[src/rtl/light_toggle_pkg.sv]
package light_toggle_pkg;
  typedef enum logic [1:0] {
    ST_OFF_IDLE = 2'd0,
    ST_ON_HELD  = 2'd1,
    ST_ON_IDLE  = 2'd2,
    ST_OFF_HELD = 2'd3
  } lt_state_e;
endpackage

[src/rtl/btn_sync.sv]
module btn_sync #(
  parameter int unsigned STAGES = 2
) (
  input  logic clk_i,
  input  logic rst_ni,
  input  logic d_i,
  output logic q_o
);
  logic [STAGES-1:0] sr_q;

  // reset to released level (1)
  always_ff @(posedge clk_i or negedge rst_ni) begin
    if (!rst_ni) sr_q <= '1;
    else         sr_q <= {sr_q[STAGES-2:0], d_i};
  end

  assign q_o = sr_q[STAGES-1];
endmodule

[src/rtl/btn_debounce.sv]
module btn_debounce #(
  parameter int unsigned CYCLES = 8
) (
  input  logic clk_i,
  input  logic rst_ni,
  input  logic d_i,
  output logic q_o
);
  localparam int unsigned CW = (CYCLES < 2) ? 1 : $clog2(CYCLES);
  localparam logic [CW-1:0] CNT_LAST = CW'(CYCLES - 1);

  logic [CW-1:0] cnt_q;
  logic          lvl_q;

  always_ff @(posedge clk_i or negedge rst_ni) begin
    if (!rst_ni) begin
      cnt_q <= '0;
      lvl_q <= 1'b1;
    end else if (d_i == lvl_q) begin
      cnt_q <= '0;                  // any return to accepted level restarts
    end else if (cnt_q == CNT_LAST) begin
      cnt_q <= '0;
      lvl_q <= d_i;
    end else begin
      cnt_q <= cnt_q + 1'b1;
    end
  end

  assign q_o = lvl_q;
endmodule

[src/rtl/toggle_fsm.sv]
module toggle_fsm
  import light_toggle_pkg::*;
(
  input  logic clk_i,
  input  logic rst_ni,
  input  logic pressed_i,
  output logic light_o
);
  lt_state_e st_q, st_d;

  always_comb begin
    st_d = st_q;
    unique case (st_q)
      ST_OFF_IDLE: if (pressed_i)  st_d = ST_ON_HELD;
      ST_ON_HELD:  if (!pressed_i) st_d = ST_ON_IDLE;
      ST_ON_IDLE:  if (pressed_i)  st_d = ST_OFF_HELD;
      ST_OFF_HELD: if (!pressed_i) st_d = ST_OFF_IDLE;
      default:                     st_d = ST_OFF_IDLE;
    endcase
  end

  always_ff @(posedge clk_i or negedge rst_ni) begin
    if (!rst_ni) st_q <= ST_OFF_IDLE;
    else         st_q <= st_d;
  end

  assign light_o = (st_q == ST_ON_HELD) || (st_q == ST_ON_IDLE);
endmodule

[src/rtl/light_toggle_ctrl.sv]
module light_toggle_ctrl #(
  parameter int unsigned DEBOUNCE_CYCLES = 5_000_000,
  parameter int unsigned SYNC_STAGES     = 2
) (
  input  logic clk_i,
  input  logic rst_ni,
  input  logic btn_a_ni,
  input  logic btn_b_ni,
  output logic light_o
);
  localparam int unsigned NUM_BTN = 2;

  logic [NUM_BTN-1:0] btn_raw;
  logic [NUM_BTN-1:0] btn_sync_lvl;
  logic [NUM_BTN-1:0] btn_deb;
  logic               any_pressed;

  assign btn_raw = {btn_b_ni, btn_a_ni};

  for (genvar i = 0; i < NUM_BTN; i++) begin : g_btn
    btn_sync #(.STAGES(SYNC_STAGES)) u_sync (
      .clk_i (clk_i),
      .rst_ni(rst_ni),
      .d_i   (btn_raw[i]),
      .q_o   (btn_sync_lvl[i])
    );
    btn_debounce #(.CYCLES(DEBOUNCE_CYCLES)) u_deb (
      .clk_i (clk_i),
      .rst_ni(rst_ni),
      .d_i   (btn_sync_lvl[i]),
      .q_o   (btn_deb[i])
    );
  end

  // active-low: any zero is a press
  assign any_pressed = ~&btn_deb;

  toggle_fsm u_fsm (
    .clk_i    (clk_i),
    .rst_ni   (rst_ni),
    .pressed_i(any_pressed),
    .light_o  (light_o)
  );
endmodule

[config.mk]
export PLATFORM = sky130hd
export DESIGN_NAME = light_toggle_ctrl
export DESIGN_NICKNAME = d
export VERILOG_FILES = /design/src/rtl/light_toggle_pkg.sv /design/src/rtl/btn_sync.sv /design/src/rtl/btn_debounce.sv /design/src/rtl/toggle_fsm.sv /design/src/rtl/light_toggle_ctrl.sv
export SDC_FILE = /design/constraint.sdc
export NUM_CORES = 1
export LEC_CHECK = 0
export ABC_AREA = 1
export ABC_CLOCK_PERIOD_IN_PS = 3200
export BUFFER_PORTS_ARGS = -buffer_cell sky130_fd_sc_hd__buf_2
export CAP_MARGIN = 5
export CORE_MARGIN = 8
export CORE_UTILIZATION = 65
export CTS_BUF_LIST = sky130_fd_sc_hd__clkbuf_16
export DETAILED_ROUTE_END_ITERATION = 12
export PLACE_DENSITY = 0.82
export SETUP_SLACK_MARGIN = 0.5
export SYNTH_ARGS = -nofsm -noshare
export SYNTH_HDL_FRONTEND = slang
export SYNTH_HIERARCHICAL = 1
export SYNTH_SLANG_ARGS = --single-unit
[constraint.sdc]
create_clock -name clk_i -period 3.2 [get_ports clk_i]
set_input_delay 0.48 -clock clk_i [delete_from_list [all_inputs] [get_ports clk_i]]
set_output_delay 0.48 -clock clk_i [all_outputs]
set_load 0.02 [all_outputs]
### After elaboration in Yosys (flattened, before gate mapping)

Cells that the tools add are included.

| cells by class | value |
|---|---|
| reduce and logical (&&, ||, !) cells | 6 |
| equality and inequality tests | 11 |
| mux-type cells | 9 |
| add/sub/neg operators | 2 |
| bitwise operators | 2 |

Operators by type and width:

| operator | number |
|---|---|
| 23-bit 2-to-1 mux | 4 |
| 23-bit by 1-bit adder with 23-bit output (second input constant) | 2 |
| 23-bit == test (second input constant) | 2 |
| 2-bit 2-to-1 mux | 4 |
| 2-bit != test (second input constant) | 4 |
| 2-bit one-hot mux with 4 select lines | 1 |
| 2-bit AND reduction | 3 |
| 2-bit == test (second input constant) | 2 |
| 4-bit AND reduction | 1 |
| 1-bit == test | 2 |
| 2-bit by 1-bit == test with 1-bit output (second input constant) | 1 |
| 2-bit logical NOT | 1 |
| 1-bit inverter | 2 |
| 1-bit logical OR | 1 |

| storage, ports and cells | value |
|---|---|
| output and inout port bits | 1 |
| bits of input ports | 4 |
| flip-flop bits (word level) | 54 |

### Logic depth before layout (Yosys ltp)

Gate-level depths: netlist of the first run.

| logic depth | value |
|---|---|
| word-level depth | 3 |
| mapped depth | 9 |
| gate-level depth less buffers | 9 |

### By module

Netlist of the first run, hierarchy kept.

Modules (own cells, without submodules):

| module | cells an instance | area an instance (µm²) | seq. area each (µm²) | times used |
|---|---|---|---|---|
| btn_debounce | 192 | 1,478.9 | 601.8 | 2 |
| toggle_fsm | 22 | 177.7 | 50.0 | 1 |
| btn_sync | 2 | 52.6 | 52.6 | 2 |
| light_toggle_ctrl | 1 | 3.8 | 0.0 | 1 |

### Worst setup path before layout of the first run

OpenSTA, ideal clock, no wires.

| timing path | value |
|---|---|
| path kind | register -> register |
| start | register g_btn[0].u_deb.cnt_q[0] |
| end | register g_btn[0].u_deb.cnt_q[9] |
| required time | 3.080 ns |
| setup time | 0.120 ns |
| path buffers | 0 |
| path slack | 1.821 ns |
| arrival time | 1.260 ns |
| cell stages (with the launch flop) | 9 |
| cells stage by stage | dfrtp_1 -> ha_1 -> nand2_2 -> nor2_8 -> nand2_4 -> nor2_2 -> nand2_2 -> nand2_4 -> nor2_1 |

| on the way | value |
|---|---|
| cells in the longest elaborated chain, start to end | 3 |
| elaborated cells on any way between the ends | 4 |
| classes of those cells | add/sub (1); eq/ne (1); mux (2) |

Ends and longest elaborated chain:

| what | RTL line | RTL |
|---|---|---|
| start: declaration | btn_debounce.sv:12 | `logic [CW-1:0] cnt_q;` |
| start signal: assignment | btn_debounce.sv:25 | `cnt_q <= cnt_q + 1'b1;` |
| 23-bit by 1-bit adder with 23-bit output or 23-bit == test (tied branches) | btn_debounce.sv:25, btn_debounce.sv:21 |  |
| 23-bit 2-to-1 mux * | btn_debounce.sv:21 | `end else if (cnt_q == CNT_LAST) begin` |
| 23-bit 2-to-1 mux * | btn_debounce.sv:19 | `end else if (d_i == lvl_q) begin` |

Every way passes the cells marked *; elsewhere a longest branch is shown, timed or not.
A chain may end at the register's enable or synchronous reset.

### Worst setup path in the final report of the first run

| timing path | value |
|---|---|
| start | register u_fsm.st_q[0] |
| end | output port light_o |

| on the way | value |
|---|---|
| cells in the longest elaborated chain, start to end | 2 |
| elaborated cells on any way between the ends | 3 |
| classes of those cells | eq/ne (2); reduce/logical (1) |

Ends and longest elaborated chain:

| what | RTL line | RTL |
|---|---|---|
| start: declaration | toggle_fsm.sv:9 | `lt_state_e st_q, st_d;` |
| start signal: assignment | toggle_fsm.sv:24 | `else st_q <= st_d;` |
| 2-bit by 1-bit == test with 1-bit output or 2-bit == test (tied branches) | toggle_fsm.sv:27 | `assign light_o = (st_q == ST_ON_HELD) \|\| (st_q == ST_ON_IDLE);` |
| 1-bit logical OR * | toggle_fsm.sv:27 |  |
| end: declaration | light_toggle_ctrl.sv:9 | `output logic light_o` |

Marks and branches as above.

==> flow_summary.toml, run 1 <==
[logic_synthesis]
ys_seq_elements = 54
netlist_area_um2 = 3244
yosysWarnings = 6
syn_avg_cell_area_um2 = 7.894
synth_edf_count = 0
ys_seq_area_share_pct = 41.88
synthFlopType = "dfrtp_1"
synthTopCellsByArea = "dfrtp_1 37%, nand2_1 10%, nor2_1 10%, dfstp_2 4.9%, nand3_1 4.6%"
yosys.area.top_type = "dfrtp_1"
syn-instance-count = 411
synthArstFlopShare_pct = 100.0
synth_top_cell_area_share_pct = 37.02
ys_types = 25
syn_nets = 421

[cells_and_area]
n_antenna_cell = 0
seqCellArea_um2 = 1359
nets = 431
area_growth_pct = 7.250
final_util_pct = 73.18
nFillCells = 371
stdcell_area_um2 = 3480
stdcell_count = 489
multiInputGateArea_um2 = 1687
layout-drive-gt1-share_pct = 19.19

[power]
power.density_nw_per_um2 = 365.4
finalPower_mw = 1.271
p_leak_nw = 1.567
peakVddDrop_mv = 0.4505

[critical_path]
startpoint = "u_fsm/st_q[0]$_DFFE_PN0P_"
r2r-start = "g_btn[1].u_deb/cnt_q[0]$_DFF_PN0_"
path_max_fanout = 4
crit_chain = "inv_1, ha_1, buf_2"
crit_required_ns = 2.72
arrival_ns = 1.25
crit_path_end_kind = "output port"
slowest_stage = "dfrtp_1"
cp-start-kind = "register"
cpPeakStageDelay_ns = 0.40
cp_num_buf_inv = 2
cp_top_family = "flip-flops"
crit_type = "reg2out"

[place]
place_congestion = 0.9692
dp.cells = 481
pre_cts_slack_ns = 1.655
io_buffers = 4
dpl-instance-area_um2 = 3333
place.detailed.hpwl_um = 4899

[clocking]
ctsHtreeMaxLevel = 2
cts.sink_count = 54
cts_buffers = 5
clk_path_buf_depth = 2
root_buffer = "clkbuf_16"
cts_tree = "built"
cts_resized = 0
path_clk_slew_ns = 0.07
clock_latency_ns = 0.29
ctsHoldBuffers = 0
postCtsSetupBuffers = 0

[routing]
routed_wl_um = 6352
drcViolationCount = 0
wl_met2_um = 2738
drtIter0Drc = 219
first_pass_iters = 4
top_layer = "met4"
drt-met1-wl_um = 3164
drtAntennaViolNets = 0
wl_met3_um = 371
vias_per_cell = 5.215
wl_per_cell_um = 12.99
num_vias = 2550

[run]
maxCapViolCount = 0

[floorplanning]
core_um2 = 4755
rows = 25
start_util_pct = 68.24
pin_count = 5
dieWidth_um = 86.65
die_y_um = 86.65
die_area_um2 = 7508

[run_status]
status = "finished clean"

[timing]
hold_ws_ns = 0.1591
rsz0062_at_grt = "false"
fmax_ghz = 0.5766
setup_viol_count_final = 0
worst_slew_margin_rel_pct = 65.71
fin_crit_ns = 1.734
fin_setup_tns_ns = 0
timing.final.max_slew_violations = 0
finalHoldViolations = 0
worstMarginPinSlew_ns = 0.5143
worst_slack_ns = 1.466
min_period_over_period_pct = 54.20
clock-skew-final_ns = 0.006204

[global_route]
gr-total-overflow = 0
grt_pass1_vias = 2441
grt_pass1_wl_um = 11330
antenna_found_initial = 0
grt_use_total_pct = 18.89
grt_max_degree = 34

[worst_hold_path]
hold_path.class = "in2async"
[report_power, final]
part / internal, mW / total, mW / switching [mW]
Clock: 0.290 / 0.525 / 0.235
Sequential: 0.693 / 0.701 / 0.00784
Combinational: 0.0119 / 0.0454 / 0.0335
[placed cells by master (no fill, tap or decap)]
master,netlist,layout
nand2_1,87,87
nor2_1,87,87
dfrtp_1,48,48
inv_1,37,37
nand3_1,30,30
nor2_2,15,15
xor2_1,14,14
nand2_2,13,13
nor2_4,12,12
inv_2,8,8
nand4_1,8,8
a21oi_1,8,8
nand2_4,6,6
xnor2_1,6,6
ha_1,6,6
dfstp_2,6,6
clkbuf_16,0,5
nor3_1,4,4
buf_2,0,4
clkinv_1,2,3
nand3_2,3,3
clkinv_4,0,2
xor2_2,2,2
nor2_8,2,2
o21ai_0,2,2
nor3b_2,2,2
buf_4,0,1
nand3b_1,1,1
[registers in the layout, indices dropped and copies added (netlist names)]
name and flops:
g_btn.u_sync/sr_q 4, g_btn.u_deb/cnt_q 46, g_btn.u_deb/q_o 2, u_fsm/st_q 2
[per-layer routing]
layer | vias to the layer above | GRT usage, %
met3 | 8 | 3.970
met5 | - | 0
met1 | 1181 | 27.41
met4 | 0 | 5.321
li1 | 1295 | -
met2 | 66 | 27.36
[synthesized netlist by cell type (3+ instances only)]
cell     count
inv_1       37
nand4_1      8
nor2_4      12
inv_2        8
nand3_1     30
a21oi_1      8
dfrtp_1     48
nand2_2     13
ha_1         6
xnor2_1      6
nor2_2      15
dfstp_2      6
xor2_1      14
nand2_4      6
nand2_1     87
nor3_1       4
nor2_1      87
nand3_2      3
[cells by family (layout without fill, tap and decap cells)]
kind of cell	count (synthesis)	in the layout	share of synthesized area, %
compound gates	10	10	1.543
xor+xnor	22	22	6.402
fa+ha+maj	6	6	2.314
buf+inv	49	60	6.132
flops	54	54	41.88
simple gates	270	270	41.73
[area by class of cell]
| type | count | share of cell area [%] |
|---|---|---|
| timing repair buffer | 5 | 0.7911 |
| sequential | 54 | 39.05 |
| multi-input combinational | 308 | 48.47 |
| inverter | 47 | 5.070 |
| clock inverter | 3 | 0.6113 |
| clock buffer | 5 | 3.596 |
| tap | 67 | 2.409 |
[final timing paths]
kind / end / slack (ns) / depth (start not counted)
max in group asynchronous: g_btn[0].u_sync/sr_q[1]$_DFF_PN1_ / 2.21 / 2
setup reg to reg: g_btn[1].u_deb/cnt_q[9]$_DFF_PN0_ / 1.64 / 8
setup / recovery: light_o / 1.47 / 3
hold / removal: g_btn[0].u_deb/cnt_q[5]$_DFF_PN0_ / 0.16 / 1
min in group clk_i: g_btn[0].u_sync/sr_q[0]$_DFF_PN1_ / 0.28 / 1
hold reg to reg: g_btn[1].u_sync/sr_q[1]$_DFF_PN1_ / 0.36 / 0
Power figures use the tool's default switching activity.
==> run 2: changes to the inputs <==
Settings changed: ABC_CLOCK_PERIOD_IN_PS 3200 to 1750, CORE_UTILIZATION 65 to 63, PLACE_DENSITY 0.82 to 0.8.
Clock period 3.2 ns to 1.75 ns, I/O delays scaled along.
==> flow_summary.toml, run 2 (synthesized netlist as in run 1, its figures left out) <==
[run_status]
status = "finished clean"

[place]
place_congestion = 0.9246
io_buffers = 4
place.detailed.hpwl_um = 5075

[critical_path]
cpPeakStageDelay_ns = 0.43
crit_path_end_kind = "register"
r2r-start = "g_btn[1].u_deb/cnt_q[12]$_DFF_PN0_"
reg2reg_depth = 7
cp-start-kind = "register"
crit_required_ns = 1.93
path_max_fanout = 3
crit_type = "reg2reg"
slowest_stage = "dfrtp_1"
worstSetupEndpoint = "g_btn[1].u_deb/cnt_q[14]$_DFF_PN0_"
crit_chain = "buf_4, nand2_1, nor2_1, nand2_1, nor2_4, xnor2_2, nor2_4"
arrival_ns = 1.66
reg2reg_to = "g_btn[1].u_deb/cnt_q[14]$_DFF_PN0_"
rrSetupSlack_ns = 0.27
startpoint = "g_btn[1].u_deb/cnt_q[12]$_DFF_PN0_"

[timing]
setup_viol_count_final = 0
min_period_over_period_pct = 84.37
fin_setup_tns_ns = 0
clock-skew-final_ns = 0.009336
timing.final.max_slew_violations = 0
hold_ws_ns = 0.05512
rsz0062_at_grt = "true"
finalHoldViolations = 0
fmax_ghz = 0.6773
worstMarginPinSlew_ns = 0.5289
worst_slew_margin_rel_pct = 64.74
fin_crit_ns = 1.476

[cells_and_area]
n_antenna_cell = 0
mostFrequentLayoutCell = "nand2_1"
nets = 471
final_cell_mix = "76 x nand2_1, 68 x nor2_1, 35 x buf_4, 34 x dfrtp_1, 33 x inv_1"
regMostFlops = "g_btn.u_deb/cnt_q"
reg_top3 = "g_btn.u_deb/cnt_q x46, g_btn.u_sync/sr_q x4"
largest_reg_flops = 46
layout-drive-gt1-share_pct = 40.69
area_growth_pct = 29.70

[global_route]
antenna_found_initial = 0
grt_pass1_wl_um = 12610
grt_pass1_vias = 2659
grt_max_degree = 34
grt_use_total_pct = 21.00
gr-total-overflow = 0

[clocking]
cts_buffers = 5
path_clk_slew_ns = 0.07
clock_latency_ns = 0.30
root_buffer = "clkbuf_16"
ctsHtreeMaxLevel = 2
clk_path_buf_depth = 2
cts_tree = "built"
cts.sink_count = 54

[power]
peakVddDrop_mv = 0.5851
finalPower_mw = 2.588
p_leak_nw = 1.919
power.density_nw_per_um2 = 614.9

[routing]
drtIter0Drc = 441
vias_per_cell = 5.974
drtAntennaViolNets = 0
num_vias = 3178
drcViolationCount = 0
wl_per_cell_um = 18.45
first_pass_iters = 5
routed_wl_um = 9816

[floorplanning]
core_um2 = 5042
start_util_pct = 64.34
die_y_um = 87.76
pin_count = 5
rows = 26
dieWidth_um = 87.76
die_area_um2 = 7702

[worst_hold_path]
hold_path.class = "in2reg"

[run]
maxCapViolCount = 0
run 2: cell count changes in the layout (fill, tap and decap cells not counted), moves of 14 or more:
cell | previous run | this run
dfrtp_2 | 0 | 14
nor2_4 | 12 | 27
dfrtp_1 | 48 | 34
nor2_1 | 87 | 68
buf_4 | 1 | 35
run 2: power by group:
part	switching [mW]	leakage [nW]	internal [mW]
sequential	0.0198	0.701	1.27
clock	0.487	0.0760	0.676
combinational	0.0858	1.14	0.0511
total	0.593	1.92	1.99
run 2: cell type report:
type | count | area, µm²
multi-input combinational | 310 | 2048
sequential | 54 | 1376
fill | 245 | 834.6
timing repair buffer | 43 | 341.6
inverter | 47 | 183.9
clock buffer | 5 | 125.1
tap | 70 | 87.58
clock inverter | 3 | 45.04
run 2: layer usage:
| metal | global-route usage [%] | part of all wire, % |
|---|---|---|
| met5 | 0 | 0 |
| met4 | 6.406 | 5.5 |
| met3 | 4.972 | 9.3 |
| met2 | 33.65 | 48 |
| met1 | 27.29 | 37 |
run 2: how the worst min path moves through the flow:
stage,end,from,depth (start not counted),slack (ns)
final,g_btn[1].u_sync/sr_q[0]$_DFF_PN1_,btn_b_ni,1,0.06
after detailed placement,g_btn[0].u_deb/cnt_q[21]$_DFF_PN0_,rst_ni,1,0.26
after floorplan,g_btn[0].u_deb/cnt_q[0]$_DFF_PN0_,rst_ni,0,-0.03
after global placement,g_btn[0].u_deb/cnt_q[21]$_DFF_PN0_,rst_ni,1,0.26
after global routing,g_btn[0].u_sync/sr_q[0]$_DFF_PN1_,btn_a_ni,1,0.05
after CTS,g_btn[0].u_sync/sr_q[0]$_DFF_PN1_,btn_a_ni,1,0.06
run 2: what timing repair did:
item	in CTS	in global routing
pin swaps	18	39
hold endpoints to repair	17	0
hold buffers	1	0
cloned	2	0
gates resized for setup	29	62
setup buffers	15	20
setup endpoints to repair	41	46
run 2: through the flow:
stage / util, % / std cells / worst slack, ns / area [µm²]
CTS: 76.15 / 512 / 0.3619 / 3840
global placement: 68.01 / 486 / 0.3048 / 3430
finish: 83.45 / 532 / 0.2736 / 4208
floorplan: - / 411 / 0.3895 / 3309
global route: 83.45 / 532 / 0.2647 / 4208
detailed placement: 68.01 / 486 / 0.2229 / 3430
run 2: critical path: cells and delay by family (launching register included):
kind / cells / cell delay, ns
AND/OR/NAND/NOR: 5 / 0.60
XOR/XNOR: 1 / 0.17
flip-flops: 1 / 0.43
buffers and inverters: 1 / 0.16
